$ cat config.mk
export PLATFORM = sky130hd
export DESIGN_NAME = strap_fsel_unit
export DESIGN_NICKNAME = d
export VERILOG_FILES = /design/src/rtl/strap_fsel_pkg.sv /design/src/rtl/por_seq.sv /design/src/rtl/strap_latch.sv /design/src/rtl/cfg_regs.sv /design/src/rtl/fsel_mux.sv /design/src/rtl/strap_fsel_unit.sv
export SDC_FILE = /design/constraint.sdc
export NUM_CORES = 1
export LEC_CHECK = 0
export BUFFER_PORTS_ARGS = -buffer_cell sky130_fd_sc_hd__clkbuf_2
export CAP_MARGIN = 20
export CELL_PAD_IN_SITES_DETAIL_PLACEMENT = 1
export CELL_PAD_IN_SITES_GLOBAL_PLACEMENT = 2
export CORE_ASPECT_RATIO = 0.75
export CORE_MARGIN = 1.5
export CORE_UTILIZATION = 26
export CTS_CLUSTER_SIZE = 24
export DETAILED_ROUTE_END_ITERATION = 10
export PLACE_DENSITY_LB_ADDON = 0.25
export SYNTH_ARGS = -nofsm -noshare
export SYNTH_HDL_FRONTEND = slang
export SYNTH_SLANG_ARGS = --single-unit
$ cat constraint.sdc
create_clock -name clk_i -period 1.44 [get_ports clk_i]
set_clock_uncertainty 0.05 [all_clocks]
set_input_delay 0.288 -clock clk_i [delete_from_list [all_inputs] [get_ports clk_i]]
set_output_delay 0.288 -clock clk_i [all_outputs]
set_load 0.01 [all_outputs]
$ cat src/rtl/strap_fsel_pkg.sv
package strap_fsel_pkg;
  localparam int NUM_FS  = 5;
  localparam int NUM_LVL = NUM_FS + 1;           // fs levels plus 24/48 select
  localparam int NUM_STAT = (NUM_LVL + 1) / 2;   // two inverted levels per status byte

  // control byte, msb first
  typedef struct packed {
    logic fs3;
    logic fs2;
    logic fs1;
    logic fs0;
    logic sw_sel;
    logic fs4;
    logic ss_en;
    logic tri_all;
  } ctrl_t;

  function automatic logic [NUM_FS-1:0] sw_code(ctrl_t c);
    return {c.fs4, c.fs3, c.fs2, c.fs1, c.fs0};
  endfunction
endpackage

$ cat src/rtl/por_seq.sv
module por_seq #(
  parameter int RESET_CYCLES = 16
) (
  input  logic clk_i,
  input  logic rst_ni,
  output logic cap_o,
  output logic done_o
);
  localparam int CNT_W = (RESET_CYCLES > 2) ? $clog2(RESET_CYCLES) : 1;

  logic [CNT_W-1:0] cnt_q;
  logic             done_q;

  assign cap_o  = !done_q && (cnt_q == CNT_W'(RESET_CYCLES - 1));
  assign done_o = done_q;

  always_ff @(posedge clk_i or negedge rst_ni) begin
    if (!rst_ni) begin
      cnt_q  <= '0;
      done_q <= 1'b0;
    end else if (!done_q) begin
      if (cap_o) done_q <= 1'b1;
      else       cnt_q  <= cnt_q + 1'b1;
    end
  end

  assert_oe_hold_R1: assert property (@(posedge clk_i) disable iff (!rst_ni)
    done_q |=> done_q);
endmodule

$ cat src/rtl/strap_latch.sv
module strap_latch #(
  parameter int WIDTH = 6
) (
  input  logic             clk_i,
  input  logic             rst_ni,
  input  logic             cap_i,
  input  logic             done_i,
  input  logic [WIDTH-1:0] lvl_i,
  output logic [WIDTH-1:0] q_o
);
  for (genvar i = 0; i < WIDTH; i++) begin : g_bit
    always_ff @(posedge clk_i or negedge rst_ni) begin
      if (!rst_ni)    q_o[i] <= 1'b0;
      else if (cap_i) q_o[i] <= lvl_i[i];
    end
  end

  assert_latch_frozen_R2: assert property (@(posedge clk_i) disable iff (!rst_ni)
    done_i |=> $stable(q_o));
endmodule

$ cat src/rtl/cfg_regs.sv
module cfg_regs
  import strap_fsel_pkg::*;
#(
  parameter int ADDR_W = 3,
  parameter int DATA_W = 8
) (
  input  logic               clk_i,
  input  logic               rst_ni,
  input  logic               done_i,
  input  logic               we_i,
  input  logic [ADDR_W-1:0]  addr_i,
  input  logic [DATA_W-1:0]  wdata_i,
  input  logic [NUM_LVL-1:0] lvl_i,
  output ctrl_t              ctrl_o,
  output logic [DATA_W-1:0]  rdata_o
);
  ctrl_t             ctrl_q;
  logic [DATA_W-1:0] stat_byte [NUM_STAT];

  always_ff @(posedge clk_i or negedge rst_ni) begin
    if (!rst_ni)                                     ctrl_q <= '0;
    else if (done_i && we_i && addr_i == '0)         ctrl_q <= ctrl_t'(wdata_i[7:0]);
  end
  assign ctrl_o = ctrl_q;

  // inverted captured levels in the two top bits of each status byte
  for (genvar k = 0; k < NUM_STAT; k++) begin : g_stat
    always_comb begin
      stat_byte[k] = '0;
      stat_byte[k][DATA_W-1] = ~lvl_i[2*k];
      if (2*k + 1 < NUM_LVL) stat_byte[k][DATA_W-2] = ~lvl_i[2*k+1];
    end
  end

  always_comb begin
    rdata_o = '0;
    if (addr_i == '0) rdata_o = DATA_W'(ctrl_q);
    for (int k = 0; k < NUM_STAT; k++)
      if (addr_i == ADDR_W'(k + 1)) rdata_o = stat_byte[k];
  end

  assert_early_write_R9: assert property (@(posedge clk_i) disable iff (!rst_ni)
    !done_i |-> ctrl_q == '0);
  assert_status_ro_R8: assert property (@(posedge clk_i) disable iff (!rst_ni)
    (we_i && addr_i != '0) |=> $stable(ctrl_q));
endmodule

$ cat src/rtl/fsel_mux.sv
module fsel_mux
  import strap_fsel_pkg::*;
(
  input  ctrl_t             ctrl_i,
  input  logic [NUM_FS-1:0] hw_code_i,
  output logic [NUM_FS-1:0] fs_code_o,
  output logic              ss_en_o,
  output logic              tri_o
);
  assign fs_code_o = ctrl_i.sw_sel ? sw_code(ctrl_i) : hw_code_i;
  assign ss_en_o   = ctrl_i.ss_en;
  assign tri_o     = ctrl_i.tri_all;
endmodule

$ cat src/rtl/strap_fsel_unit.sv
module strap_fsel_unit
  import strap_fsel_pkg::*;
#(
  parameter int RESET_CYCLES = 16,
  parameter int ADDR_W       = 3,
  parameter int DATA_W       = 8
) (
  input  logic              clk_i,
  input  logic              rst_ni,
  input  logic [NUM_FS-1:0] strap_fs_i,
  input  logic              strap_sel_i,
  input  logic              cfg_we_i,
  input  logic [ADDR_W-1:0] cfg_addr_i,
  input  logic [DATA_W-1:0] cfg_wdata_i,
  output logic [DATA_W-1:0] cfg_rdata_o,
  output logic              pad_oe_o,
  output logic [NUM_FS-1:0] fs_code_o,
  output logic              ss_en_o,
  output logic              tristate_o,
  output logic              sel24_o
);
  logic               cap, done;
  logic [NUM_LVL-1:0] lvl_q;
  ctrl_t              ctrl;

  por_seq #(.RESET_CYCLES(RESET_CYCLES)) i_por_seq (
    .clk_i (clk_i), .rst_ni(rst_ni), .cap_o(cap), .done_o(done)
  );

  strap_latch #(.WIDTH(NUM_LVL)) i_strap_latch (
    .clk_i (clk_i), .rst_ni(rst_ni), .cap_i(cap), .done_i(done),
    .lvl_i ({strap_sel_i, strap_fs_i}), .q_o(lvl_q)
  );

  cfg_regs #(.ADDR_W(ADDR_W), .DATA_W(DATA_W)) i_cfg_regs (
    .clk_i (clk_i), .rst_ni(rst_ni), .done_i(done), .we_i(cfg_we_i),
    .addr_i(cfg_addr_i), .wdata_i(cfg_wdata_i), .lvl_i(lvl_q),
    .ctrl_o(ctrl), .rdata_o(cfg_rdata_o)
  );

  fsel_mux i_fsel_mux (
    .ctrl_i(ctrl), .hw_code_i(lvl_q[NUM_FS-1:0]),
    .fs_code_o(fs_code_o), .ss_en_o(ss_en_o), .tri_o(tristate_o)
  );

  assign pad_oe_o = done;
  assign sel24_o  = lvl_q[NUM_LVL-1];

  assert_code_stable_R4: assert property (@(posedge clk_i) disable iff (!rst_ni)
    ($stable(ctrl) && $stable(lvl_q)) |-> $stable(fs_code_o));
  assert_pads_after_cap_R1: assert property (@(posedge clk_i) disable iff (!rst_ni)
    $rose(pad_oe_o) |-> $past(cap));
endmodule

==> summary.txt <==
Status
  – Status: complete, but fails checks
  – Failing checks: DRC, setup timing

Logic synthesis
  – Post-Synthesis Cells: 68
  – Most used DFF post-synth: dfrtp_1
  – Post-synth EDFFs: 0
  – Yosys cell types: 19
  – Avg Cell Area, Syn: 13.5 sq um
  – Yosys warns: 0
  – Area leader, netlist: dfrtp_1
  – Post-synth ARST share: 100%
  – Syn Nets: 89
  – #FFs+latches synth: 19
  – Post-synth top area share: 51.6%
  – Synth top area cells: dfrtp_1 52%, mux2_2 24%, and2_2 4.9%
  – Seq/Total Area, Yosys: 51.6%
  – Netlist Area Pre-Place: 921 sq um

Power
  – Cell Int Power: a little over 1 mW
  – Clk pwr share: 26.3%
  – Sw Ratio: approximately a quarter
  – Pwr per Cell Area: 994 nW/um^2
  – Sequential share of power: 47.3%
  – Switching power total: 0.347 mW
  – Logic pwr share: 26.4%
  – Leakage Power: 0.669 nW
  – Maximum vdd drop: 484 uV

Drt
  – Vias per cell: 4.57
  – 1st-iter DRT viols: 15
  – Drt first pass iters: 6
  – Per-cell routed wire length: around 14 um
  – Vias: 745
  – Antenna Nets Post-Route: 0
  – DRC Markers: 4
  – Final WL: 2.26 mm

Global route
  – Largest net degree at the start of global routing: 20
  – Initial antenna violation count: 0
  – GRT overflow: 0
  – GRT Resource Usage Total: between 10% and 20%
  – First-pass GRT wire length: between 3 and 4 mm
  – Vias in the first global route: 710

Clock tree
  – Root Buffer: clkbuf_8
  – CTS Buffer Depth: 2
  – Clock transition at the registers of the reported paths: 0.07 ns
  – CTS buffer count: 3
  – TritonCTS Sinks: 19
  – Clk_lat worst skew: ~0.25 ns
  – H-tree lvl count: 1
  – CTS tree: done

Die
  – DIE AREA: 3910 sq um
  – Width of the die: ~70 um
  – Core ar.: 3330 sq um
  – Initial core utilization: 27.6%
  – # IOs: 37
  – Die Span Y: 54.5 um
  – # rows: 18

Final layout
  – Share of cells above drive strength 1: 72.4%
  – Antenna Diode Count: 0
  – Layout area overhead: 50.1%
  – # nets final: 145

Worst setup path
  – Startpoint Class: flip-flop
  – Critical path data arrival time: 1.33 ns
  – Worst stage delay on the critical path: roughly 0.46 ns
  – Worst path cell trace: mux4_2, nor2_1, buf_2
  – Crit end category: output pin
  – Crit-path max FO: 2
  – Critical path data required time: 1.10 ns
  – CP max-delay cell: mux4_2
  – Setup Crit Path Kind: flip-flop to output pin
  – Buffers & Inverters on Critical Path: 1
  – Top delay family on crit path: multiplexers

Min path
  – HP Class: input port to flip-flop

Placement
  – Dpl ws: -0.0884 ns
  – Dpl hpwl: 1.77 mm
  – GPL Wtd Cong: 0.733
  – Port Buffers: 36

STA
  – Aggregate negative setup slack: -1.00 ns
  – Max Fclk: approximately 600 MHz
  – Final worst path period share: 116%
  – Final setup vio count: 7
  – Slew margin rel.: 68.0%
  – Fin worst setup slack: -0.223 ns
  – Final Max Slew Viols: 0
  – Worst slew pin tran: 0.480 ns
  – Post-layout min period: 1.66 ns
  – Final hold viol count: 0
  – Unrepaired setup endpoints after global routing: yes

Job
  – Max-cap check violation count: 0
## kinds of logic after synthesis
family                   share of synthesized area, %
flip-flops                                       51.6
AO/OA/AOI/OAI                                    1.77
XOR/XNOR                                        0.951
buffers and inverters                            3.26
adder cells (fa/ha/maj)                          1.36
multiplexers                                     29.8
AND/OR/NAND/NOR                                  11.3
## state kept, by name, indices dropped and copies added, names as in the netlist
| register | count |
|---|---|
| i_strap_latch.q_o | 6 |
| i_por_seq.done_o | 1 |
| i_por_seq.cnt_q | 4 |
| i_cfg_regs.ctrl_o | 8 |
## worst register-to-register path: stages (launching register included)
cell and delay [ns]:
dfrtp_1 0.40, ha_2 0.21, nor2b_4 0.14, nand3_4 0.12
mux2_2 0.35
## synthesized netlist by cell type (2+ instances only)
library cell and n:
nor2_1 3, dfrtp_1 19, nor2b_1 2, inv_1 4, mux2_2 20, a21oi_1 2
and2_2 6
## layout make-up
| cell class | count | area, sq um |
|---|---|---|
| tap | 40 | 50.0 |
| timing repair buffer | 53 | 335 |
| clock buffer | 4 | 45.0 |
| inverter | 4 | 15.0 |
| sequential | 19 | 477 |
| fill | 366 | 1950 |
| multi-input combinational | 43 | 460 |
## cell usage in the layout, fill, tap and decap left out, drive strengths merged
master,instances
a21oi,2
a31oi,1
and2,6
and3,1
buf,22
clkbuf,34
dfrtp,19
dlygate4sd3,1
ha,1
inv,4
mux2,20
mux4,2
nand3,1
nand4b,1
nor2,3
nor2b,2
nor3,2
xor2,1
## what timing repair did
item | in CTS | in global routing
setup endpoints to repair | 13 | 10
pin swaps | 2 | 2
buffers inserted | 4 | 0
endpoints found under the hold margin | 19 | 0
resized for setup | 10 | 13
hold buffers | 1 | 0
## routing by layer
metal	vias to the layer above	share of wire [%]	global-route usage, %
met3	0	6.5	4.42
met4	0	0	1.89
li1	349	-	-
met1	373	47	17.0
met2	23	47	20.1
met5	-	0	0
## worst paths after layout
kind                                 startpoint                   end  slack [ns]  cells after the start
setup / recovery           i_strap_latch.q_o[0]        cfg_rdata_o[7]       -0.22                      3
setup reg to reg             i_por_seq.cnt_q[0]  i_strap_latch.q_o[5]        0.06                      4
min in group asynchronous                rst_ni    i_por_seq.cnt_q[1]        0.47                      2
max in group asynchronous                rst_ni  i_cfg_regs.ctrl_o[3]        0.51                      2
hold / removal                    strap_fs_i[2]  i_strap_latch.q_o[2]        0.21                      2
hold reg to reg            i_cfg_regs.ctrl_o[0]  i_cfg_regs.ctrl_o[0]        0.48                      1
## power by group through the flow
stage	clock network, mW	registers (mW)	logic (mW)
CTS	0.379	0.647	0.334
floorplan	0	0.634	0.164
global route	0.406	0.660	0.394
global placement	0	0.652	0.277
finish	0.361	0.650	0.363
detailed placement	0	0.654	0.283
## through the flow
step	power (mW)	util, %	instances	cell area, sq um	hold slack [ns]
floorplan	0.798	-	68	926	-0.0576
global placement	0.929	36.9	154	1230	0.224
detailed placement	0.937	36.9	154	1230	0.228
CTS	1.36	40.4	163	1350	0.209
global route	1.46	41.5	163	1380	0.209
finish	1.37	41.5	163	1380	0.214
(Power assumes the default switching activity.)
